==> config.mk <==
export PLATFORM = sky130hd
export DESIGN_NAME = i2c_eeprom_target
export DESIGN_NICKNAME = d
export VERILOG_FILES = /design/src/rtl/i2c_tgt_pkg.sv /design/src/rtl/i2c_line_sync.sv /design/src/rtl/i2c_addr_ctr.sv /design/src/rtl/i2c_eeprom_target.sv
export SDC_FILE = /design/constraint.sdc
export NUM_CORES = 1
export LEC_CHECK = 0
export CORE_MARGIN = 2
export CORE_UTILIZATION = 30
export DETAILED_ROUTE_END_ITERATION = 12
export GPL_TIMING_DRIVEN = 0
export MAX_ROUTING_LAYER = met4
export PLACE_DENSITY_LB_ADDON = 0.3
export SLEW_MARGIN = 20
export SYNTH_ARGS = -nofsm -noshare
export SYNTH_HDL_FRONTEND = slang
export SYNTH_HIERARCHICAL = 1
export SYNTH_SLANG_ARGS = --single-unit
export TNS_END_PERCENT = 5
==> constraint.sdc <==
create_clock -name clk -period 3.7 [get_ports clk]
set_clock_uncertainty 0.2 [all_clocks]
set_input_delay 0.74 -clock clk [delete_from_list [all_inputs] [get_ports clk]]
set_output_delay 0.74 -clock clk [all_outputs]
set_load 0.005 [all_outputs]
==> src/rtl/i2c_tgt_pkg.sv <==
package i2c_tgt_pkg;

    typedef enum logic [2:0] {
        S_IDLE,
        S_RX,
        S_RXACK,
        S_TX,
        S_TXACK
    } tgt_state_e;

    typedef enum logic [1:0] {
        K_DEV,
        K_AHI,
        K_ALO,
        K_DATA
    } rx_kind_e;

    localparam int          BYTE_W   = 8;
    localparam logic [3:0]  DEV_TYPE = 4'b1010;

    function automatic rx_kind_e next_kind(input rx_kind_e k);
        case (k)
            K_DEV:   return K_AHI;
            K_AHI:   return K_ALO;
            default: return K_DATA;
        endcase
    endfunction

endpackage

==> src/rtl/i2c_line_sync.sv <==
module i2c_line_sync #(
    parameter int LINES  = 2,
    parameter int STAGES = 2
) (
    input  logic             clk,
    input  logic             rst_n,
    input  logic [LINES-1:0] raw_i,
    output logic [LINES-1:0] sync_o,
    output logic [LINES-1:0] prev_o
);
    localparam int DEPTH = STAGES + 1;

    for (genvar g = 0; g < LINES; g++) begin : g_line
        logic [DEPTH-1:0] pipe_d, pipe_q;

        always_comb begin
            pipe_d = {pipe_q[DEPTH-2:0], raw_i[g]};
        end

        always_ff @(posedge clk or negedge rst_n) begin
            if (!rst_n) pipe_q <= '1;
            else        pipe_q <= pipe_d;
        end

        assign sync_o[g] = pipe_q[STAGES-1];
        assign prev_o[g] = pipe_q[STAGES];
    end

endmodule

==> src/rtl/i2c_addr_ctr.sv <==
module i2c_addr_ctr #(
    parameter int ADDR_W = 15,
    parameter int PAGE_W = 6
) (
    input  logic              clk,
    input  logic              rst_n,
    input  logic              load_i,
    input  logic [ADDR_W-1:0] load_val_i,
    input  logic              inc_page_i,
    input  logic              inc_lin_i,
    output logic [ADDR_W-1:0] addr_o
);
    logic [ADDR_W-1:0] addr_d, addr_q;
    logic [ADDR_W-1:0] page_next;

    if (PAGE_W >= ADDR_W) begin : g_flat
        assign page_next = addr_q + 1'b1;
    end else begin : g_paged
        logic [PAGE_W-1:0] low_next;
        assign low_next  = addr_q[PAGE_W-1:0] + 1'b1;
        assign page_next = {addr_q[ADDR_W-1:PAGE_W], low_next};
    end

    always_comb begin
        addr_d = addr_q;
        if (load_i)          addr_d = load_val_i;
        else if (inc_page_i) addr_d = page_next;
        else if (inc_lin_i)  addr_d = addr_q + 1'b1;
    end

    always_ff @(posedge clk or negedge rst_n) begin
        if (!rst_n) addr_q <= '0;
        else        addr_q <= addr_d;
    end

    assign addr_o = addr_q;

endmodule

==> src/rtl/i2c_eeprom_target.sv <==
module i2c_eeprom_target
    import i2c_tgt_pkg::*;
#(
    parameter int ADDR_W    = 15,
    parameter int PAGE_W    = 6,
    parameter int SYNC_STG  = 2
) (
    input  logic              clk,
    input  logic              rst_n,
    input  logic              scl_i,
    input  logic              sda_i,
    input  logic [2:0]        strap_i,
    output logic              sda_oe,
    output logic [ADDR_W-1:0] mem_addr_o,
    output logic              mem_wr_o,
    output logic [7:0]        mem_wdata_o,
    output logic              mem_rd_o,
    input  logic [7:0]        mem_rdata_i
);
    localparam int         AHI_W    = ADDR_W - BYTE_W;
    localparam int         CNT_W    = $clog2(BYTE_W + 1);
    localparam logic [CNT_W-1:0] BIT_LAST = CNT_W'(BYTE_W);
    localparam logic [CNT_W-1:0] BIT_ONE  = CNT_W'(1);

    typedef struct packed {
        tgt_state_e       st;
        rx_kind_e         kind;
        logic [CNT_W-1:0] cnt;
        logic [7:0]       sh;
        logic [7:0]       tx;
        logic [AHI_W-1:0] ahi;
        logic             rw;
        logic             oe;
        logic             wr;
        logic             rd;
        logic             ld;
        logic             ack;
    } tgt_regs_t;

    localparam tgt_regs_t REGS_RST = '{
        st: S_IDLE, kind: K_DEV, cnt: '0, sh: '0, tx: '0, ahi: '0,
        rw: 1'b0, oe: 1'b0, wr: 1'b0, rd: 1'b0, ld: 1'b0, ack: 1'b0
    };

    tgt_regs_t d, q;

    // line synchronizers: bit 1 = clock line, bit 0 = data line
    logic [1:0] ln_s, ln_p;
    logic       scl_s, scl_p, sda_s, sda_p;
    logic       scl_rise, scl_fall, start_det, stop_det;

    i2c_line_sync #(.LINES(2), .STAGES(SYNC_STG)) u_sync (
        .clk    (clk),
        .rst_n  (rst_n),
        .raw_i  ({scl_i, sda_i}),
        .sync_o (ln_s),
        .prev_o (ln_p)
    );

    assign scl_s     = ln_s[1];
    assign scl_p     = ln_p[1];
    assign sda_s     = ln_s[0];
    assign sda_p     = ln_p[0];
    assign scl_rise  = scl_s & ~scl_p;
    assign scl_fall  = ~scl_s & scl_p;
    assign start_det = scl_s & scl_p & sda_p & ~sda_s;
    assign stop_det  = scl_s & scl_p & ~sda_p & sda_s;

    // word-address counter
    logic              ctr_load;
    logic [ADDR_W-1:0] ctr_addr;

    i2c_addr_ctr #(.ADDR_W(ADDR_W), .PAGE_W(PAGE_W)) u_ctr (
        .clk        (clk),
        .rst_n      (rst_n),
        .load_i     (ctr_load),
        .load_val_i ({q.ahi, q.sh}),
        .inc_page_i (q.wr),
        .inc_lin_i  (q.ld),
        .addr_o     (ctr_addr)
    );

    logic dev_hit;
    assign dev_hit = (q.sh[7:4] == DEV_TYPE) && (q.sh[3:1] == strap_i);

    always_comb begin
        d        = q;
        d.wr     = 1'b0;
        d.rd     = 1'b0;
        d.ld     = q.rd;
        ctr_load = 1'b0;

        if (q.ld) d.tx = mem_rdata_i;

        if (start_det) begin
            d.st   = S_RX;
            d.kind = K_DEV;
            d.cnt  = '0;
            d.oe   = 1'b0;
            d.ack  = 1'b0;
        end else if (stop_det) begin
            d.st = S_IDLE;
            d.oe = 1'b0;
        end else begin
            case (q.st)
                S_RX: begin
                    if (scl_rise && q.cnt != BIT_LAST) begin
                        d.sh  = {q.sh[6:0], sda_s};
                        d.cnt = q.cnt + BIT_ONE;
                    end else if (scl_fall && q.cnt == BIT_LAST) begin
                        d.st = S_RXACK;
                        d.oe = 1'b1;
                        case (q.kind)
                            K_DEV: begin
                                if (dev_hit) begin
                                    d.rw = q.sh[0];
                                    d.rd = q.sh[0];
                                end else begin
                                    d.st = S_IDLE;
                                    d.oe = 1'b0;
                                end
                            end
                            K_AHI:   d.ahi    = q.sh[AHI_W-1:0];
                            K_ALO:   ctr_load = 1'b1;
                            default: d.wr     = 1'b1;
                        endcase
                    end
                end
                S_RXACK: begin
                    if (scl_fall) begin
                        d.oe  = 1'b0;
                        d.cnt = '0;
                        if (q.kind == K_DEV && q.rw) begin
                            d.st  = S_TX;
                            d.oe  = ~q.tx[7];
                            d.tx  = {q.tx[6:0], 1'b0};
                            d.cnt = BIT_ONE;
                        end else begin
                            d.st   = S_RX;
                            d.kind = next_kind(q.kind);
                        end
                    end
                end
                S_TX: begin
                    if (scl_fall) begin
                        if (q.cnt == BIT_LAST) begin
                            d.oe  = 1'b0;
                            d.st  = S_TXACK;
                            d.ack = 1'b0;
                        end else begin
                            d.oe  = ~q.tx[7];
                            d.tx  = {q.tx[6:0], 1'b0};
                            d.cnt = q.cnt + BIT_ONE;
                        end
                    end
                end
                S_TXACK: begin
                    if (scl_rise) begin
                        if (!sda_s) begin
                            d.ack = 1'b1;
                            d.rd  = 1'b1;
                        end
                    end else if (scl_fall) begin
                        if (q.ack) begin
                            d.st  = S_TX;
                            d.oe  = ~q.tx[7];
                            d.tx  = {q.tx[6:0], 1'b0};
                            d.cnt = BIT_ONE;
                        end else begin
                            d.st = S_IDLE;
                        end
                    end
                end
                default: begin
                    d.oe = 1'b0;
                end
            endcase
        end
    end

    always_ff @(posedge clk or negedge rst_n) begin
        if (!rst_n) q <= REGS_RST;
        else        q <= d;
    end

    // observation points for the bound checker
    tgt_state_e st_q;
    logic       rw_q;
    assign st_q = q.st;
    assign rw_q = q.rw;

    assign sda_oe      = q.oe;
    assign mem_addr_o  = ctr_addr;
    assign mem_wr_o    = q.wr;
    assign mem_wdata_o = q.sh;
    assign mem_rd_o    = q.rd;

endmodule

==> metrics.md, run 1 <==
| Metric | Value |
|---|---|
| Largest net degree at the start of global routing | `40` |
| Routed Antenna Nets | `0` |
| Total number of vias | `2442` |
| IO buf count | `40` |
| Area contributors post-synth | `dfrtp_1 (40%), dfstp_2 (4.8%), nand2_1 (4.4%)` |
| Met3 WL | `between 200 and 300 um` |
| Crit Path Category | `reg2reg` |
| Relative slew slack | `51.95%` |
| Crit path launch type | `flop` |
| RSZ-0062 raised after global routing | `false` |
| WP data arrival | `approximately 2700 ps` |
| WP data required | `3750 ps` |
| Core ar. | `10750 um^2` |
| Placer congestion estimate | `0.8371` |
| WL final | `7252 um` |
| Sequential-to-total area share from yosys stat | `45.28%` |
| Clk buf depth | `2` |
| Vias in the first global route | `2463` |
| Final Hold Fails | `0` |
| Total number of yosys warnings | `6` |
| Predominant post-synthesis flop cell | `dfrtp_1` |
| Synthesized flop and latch total | `59` |
| Area share of the largest cell type after synthesis | `40.47%` |
| Worst skew pair latency | `between 300 and 400 ps` |
| Global-route wire length before repair | `12120 um` |
| Top sig layer | `met4` |
| Initial antenna violation count | `0` |
| Cell Pwr Density | `484.8 nW/um^2` |
| Rows | `38` |
| Max IR drop VDD | `0.1877 mV` |
| Drt drc | `0` |
| Setup ws final | `between 1000 and 1500 ps` |
| P_leak | `0.001631 uW` |
| Setup crit end kind | `flop` |
| Mapped Cells | `306` |
| Outcome | `complete, no violations` |
| Routed len/inst | `14.42 um` |
| EDFF count, synth | `0` |
| Footprint of the multi-input gates | `1622 um^2` |
| Mean Syn Cell Area | `10.71 um^2` |
| H-tree depth | `3` |
| Max_cap viols | `0` |
| Setup bufs post-CTS | `0` |
| Mapped Area | `3277 um^2` |
| Tot GR Track Use | `13.61%` |
| Drt initial violations | `261` |
| Drt pass-1 iters | `4` |
| Critical-path maximum fanout | `10` |
| Fin crit share | `71.55%` |
| Routed length on met1 | `3563 um` |
| Final Slew Violations | `0` |
| Total grt overflow | `0` |
| Syn_nets | `about 320` |
| DR WL met2 | `about 3300 um` |
| Num CTS Buffers | `9` |
| P&R area growth vs syn | `25.47%` |
| R2R Setup Slk | `1050 ps` |
| TNS Setup | `0 ps` |
| Die Wd | `about 110 um` |
| Starting Density | `30.50%` |
| Worst-Margin Slew | `719.2 ps` |
| Vias per cell | `4.855` |
| Die H | `~110 um` |
| Die Area | `11780 um^2` |
| CTS root buf | `clkbuf_8` |
| Count of final setup violators | `0` |
| Hold Crit Class | `in2async` |
| Post-synth ARST share | `between 90% and 100%` |
| Cell variety after synth | `69` |
| Final-layout fill cell count | `1066` |
| Tmin final | `about 2600 ps` |
| Yosys top cell by area | `dfrtp_1` |
| Post-cts repair resize count | `0` |
| Reg area | `1484 um^2` |
| Placement Setup Slack | `1054 ps` |
| Worst-path clk slew | `70 ps` |
| Final nets | `376` |
| Clk sinks | `59` |
| Share of cells above drive strength 1 | `a little over a fifth` |
| IO Pins | `41` |
| TritonCTS clock tree | `done` |
| Post-detail-place hpwl | `5292 um` |
| Hold_buf cts | `0` |
| Fmax | `~0.38 GHz` |
| Diode count | `0` |
## power breakdown
part | switching (uW) | internal, uW
logic | 196 | 223
clock network | 258 | 464
registers | 108 | 744
## stage by stage
stage | std cells | power, uW | cell area [um^2] | hold slack, ps | util [%]
global placement | 486 | 1272 | 3852 | 146.8 | 35.85
floorplan | 306 | 1123 | 3277 | 145.2 | -
detailed placement | 487 | 1287 | 3870 | 148.1 | 36.02
CTS | 503 | 2015 | 4111 | 86.12 | 38.26
global route | 503 | 2105 | 4111 | 89.23 | 38.26
finish | 503 | 1993 | 4111 | 84.39 | 38.26
## Yosys cell counts (all sizes together), types with 2 or more instances
master   instances
ha               3
o2bb2ai          2
dfstp            6
nor4b            2
nor2b            3
nand3            8
o2111ai          2
nor2            15
nand2b           3
buf             17
dfrtp           53
mux2i            9
nand4            4
a2111oi          2
nand3b           2
inv             10
a2bb2oi          2
a31oi            3
nand2           39
a221oi           2
o21ai           30
xnor2           14
and3b            2
and3             2
a21oi            9
nand4b           2
nor3b            5
nor3             6
o211ai           3
mux2            16
nor4             6
a311oi           2
xor2             3
clkbuf           3
## worst max-delay path: stages (launching register included)
cell	delay [ps]
dfrtp_1	470
nor3b_2	460
and3_2	280
nand2_1	50
nor2_1	300
clkbuf_1	430
nor2_1	120
a221oi_2	240
## cell type report
class                           instances  share of cell area, %
Timing Repair Buffer                   41                  10.16
Inverter                               10                 0.9130
Clock inverter                          5                  2.435
Multi-Input combinational cell        217                  39.44
Tap cell                              140                  4.261
Clock buffer                           11                  3.439
Buffer                                 20                  3.256
Sequential cell                        59                  36.09
## per-layer routing
layer,vias up,track usage (%)
met2,56,20.13
li1,1204,-
met3,10,2.351
met1,1172,18.13
met4,0,6.319
met5,-,-
## sequential cells by signal, indices dropped and copies added (netlist names)
signal / flops
q: 23
u_ctr/addr_o: 15
mem_wdata_o: 8
u_sync/g_line.pipe_q: 6
st_q: 3
mem_rd_o: 1
mem_wr_o: 1
rw_q: 1
sda_oe: 1
## cell usage in the layout (no fill, tap or decap), types with 3 or more instances in the layout
cell             instances
ha_1                     3
buf_4                   14
clkdlybuf4s50_1         39
mux2i_1                  9
o21ai_1                 14
clkbuf_8                10
bufinv_16                3
nor3_1                   6
nor2b_1                  3
o21ai_0                 15
nand3_1                  4
dfstp_2                  6
nor2_1                  14
nor4_1                   5
mux2_2                   9
nand2_1                 38
xor2_1                   3
dfrtp_1                 53
a21oi_1                  9
clkbuf_1                 4
inv_1                   10
o211ai_1                 3
xnor2_1                 14
nand3_2                  4
mux2_4                   7
## logic make-up after synthesis
group / share of synthesized area (%)
AND/OR/NAND/NOR: 19.28
AO/OA/AOI/OAI: 15.46
flip-flops: 45.28
buffers and inverters: 5.231
multiplexers: 9.049
XOR/XNOR: 4.544
adder cells (fa/ha/maj): 1.146
## worst paths after layout
| kind | from | endpoint | depth (start not counted) |
|---|---|---|---|
| worst max-delay path | st_q[2] | u_ctr/addr_o[12] | 7 |
| min in group clk | u_sync/g_line[0].pipe_q[0] | u_sync/g_line[0].pipe_q[1] | 0 |
| max in group asynchronous | rst_n | u_sync/g_line[0].pipe_q[0] | 2 |
| worst min-delay path | rst_n | u_ctr/addr_o[13] | 1 |
| worst min register to register | u_sync/g_line[0].pipe_q[0] | u_sync/g_line[0].pipe_q[1] | 0 |
| worst max register to register | st_q[2] | u_ctr/addr_o[12] | 7 |
(Power assumes the default switching activity.)
==> run 2, diff against run 1 <==
- clock period: 3.7 -> 2.4 ns (I/O delays scaled with it)
==> run 2 against run 1 <==
  * Critical path type unchanged
  * Non-clock buffer count is 11 higher
  * Clock-buffer cell count did not move
  * Sequential share of layout area fell by 1.3 points
  * Fmax up 13%
  * Sequential power increased by 54%
  * Final cell count is 2.2% higher
  * Critical path depth did not move
==> metrics.md, run 2 (synthesized netlist as in run 1, its figures left out) <==
| Metric | Value |
|---|---|
| Crit path launch type | `flop` |
| Core ar. | `10750 um^2` |
| Fmax | `0.4268 GHz` |
| Die H | `108.5 um` |
| Final-layout fill cell count | `1067` |
| Footprint of the multi-input gates | `roughly 1700 um^2` |
| Final Slew Violations | `0` |
| TNS Setup | `0 ps` |
| Crit Path Category | `reg2reg` |
| Reg area | `about 1500 um^2` |
| Outcome | `complete, no violations` |
| Commonest cells after routing, fill and taps aside | `dfrtp_1 (53), clkdlybuf4s50_1 (39), nand2_1 (37)` |
| Routed len/inst | `about 15 um` |
| Critical-path maximum fanout | `7` |
| Drt pass-1 iters | `4` |
| Slowest stage cell on the critical path | `nor4b_4` |
| Vias in the first global route | `2479` |
| Worst-Margin Slew | `717.8 ps` |
| Global-route wire length before repair | `between 10000 and 15000 um` |
| Final Total Pwr | `3171 uW` |
| Final Hold Fails | `0` |
| Hold Crit Class | `reg2reg` |
| IO buf count | `40` |
| Largest net degree at the start of global routing | `40` |
| P_leak | `0.001693 uW` |
| Count of final setup violators | `0` |
| Share of cells above drive strength 1 | `26.20%` |
| Tot GR Track Use | `13.88%` |
| Total number of vias | `~2500` |
| TritonCTS clock tree | `done` |
| CTS root buf | `clkbuf_8` |
| WL final | `7502 um` |
| Tmin final | `2343 ps` |
| Worst skew pair latency | `around 340 ps` |
| H-tree depth | `3` |
| Most common cell after layout, fill and taps aside | `dfrtp_1` |
| Max incr delay on CP | `600 ps` |
| Post-detail-place hpwl | `5292 um` |
| IO Pins | `between 40 and 50` |
| WP data required | `2420 ps` |
| Die Area | `11780 um^2` |
| Drt drc | `0` |
| Initial antenna violation count | `0` |
| Placer congestion estimate | `around 0.84` |
| Cell Count, Final, Fillers Out | `514` |
| Total grt overflow | `0` |
| Worst-path cell chain | `inv_2 > ha_4 > and3b_4 > buf_4 > nand3_2 > nor4b_4 > mux2_4` |
| Diode count | `0` |
| Relative slew slack | `52.05%` |
| Placed Cells | `487` |
| P&R area growth vs syn | `30.24%` |
| Max reg flops | `23` |
| Setup crit end kind | `flop` |
| Num CTS Buffers | `9` |
| WP data arrival | `2360 ps` |
| Final nets | `387` |
| Drt initial violations | `257` |
| Rows | `38` |
| Max IR drop VDD | `0.3000 mV` |
| Fin crit share | `97.62%` |
| Vias per cell | `4.877` |
| Final hold slack | `147.2 ps` |
| Max_cap viols | `0` |
| Worst-path clk slew | `70 ps` |
| Die Wd | `~110 um` |
| Starting Density | `~30%` |
| Routed Antenna Nets | `0` |
| Delay-heaviest family, CP | `simple AND/OR/NAND/NOR gates` |
| RSZ-0062 raised after global routing | `true` |
| Top reg by flops | `q` |
| CP Buf/Inv Count | `2` |
| Clk sinks | `59` |
| Cell Pwr Density | `~740 nW/um^2` |
| Clk buf depth | `2` |
## run 2: changes by cell type in the layout (fill, tap and decap cells not counted), sizes merged
cell / delta
buf: +10
dlygate4sd3: +1
## run 2: worst reg2reg max path, cell delays in order, from the launching register on
cell and delay [ps]:
dfrtp_1 410, inv_2 90, ha_4 120, and3b_4 230, buf_4 120, nand3_2 90, nor4b_4 600, mux2_4 360
## run 2: metrics by stage
step                setup WS (ps)  utilization, %  cell area (um^2)
CTS                         6.555           38.88              4178
finish                      57.14           39.72              4268
global route               -16.79           39.72              4268
global placement            -1252           35.85              3852
detailed placement         -246.1           36.02              3870
floorplan                   110.6               -              3277
## run 2: what timing repair did
item	in CTS	in global routing
endpoints found under the hold margin	20	0
gates resized for setup	7	10
setup endpoints to repair	17	21
pin swaps	1	6
setup buffers	3	7
hold buffers	1	0
## run 2: final timing paths
kind	start	end	slack, ps	cells past startpoint
worst max-delay path	q[30]	q[7]	60	7
min in group asynchronous	rst_n	u_ctr/addr_o[13]	370	2
worst min register to register	u_sync/g_line[0].pipe_q[0]	u_sync/g_line[0].pipe_q[1]	150	0
max in group asynchronous	rst_n	u_sync/g_line[0].pipe_q[0]	1070	3
worst max register to register	q[30]	q[7]	60	7
worst min-delay path	u_sync/g_line[0].pipe_q[0]	u_sync/g_line[0].pipe_q[1]	150	0
## run 2: layout make-up
class,instances,area share [%]
timing repair buffer,52,11.79
clock inverter,5,2.345
multi-input combinational,217,39.64
clock buffer,11,3.313
sequential,59,34.77
inverter,10,0.8795
tap,140,4.104
buffer,20,3.166
## run 2: metal layers
metal / GRT usage (%) / routed length [um] / up-vias
li1: - / - / 1230
met1: 18.32 / 3579 / 1199
met2: 20.80 / 3492 / 70
met3: 2.351 / 317 / 8
met4: 6.410 / 112 / 0
met5: - / 0 / -
## run 2: where the power goes
part           leakage, uW  total, uW  internal [uW]  switching (uW)
Clock             0.000123       1110            715             398
Combinational     0.000799        744            408             336
Sequential        0.000770       1310           1150             166
==> run 3, diff against run 2 <==
- CTS_CLUSTER_SIZE: default -> 8
==> results of run 3 <==
Final layout, timing and power as in run 2 (identical DEF).
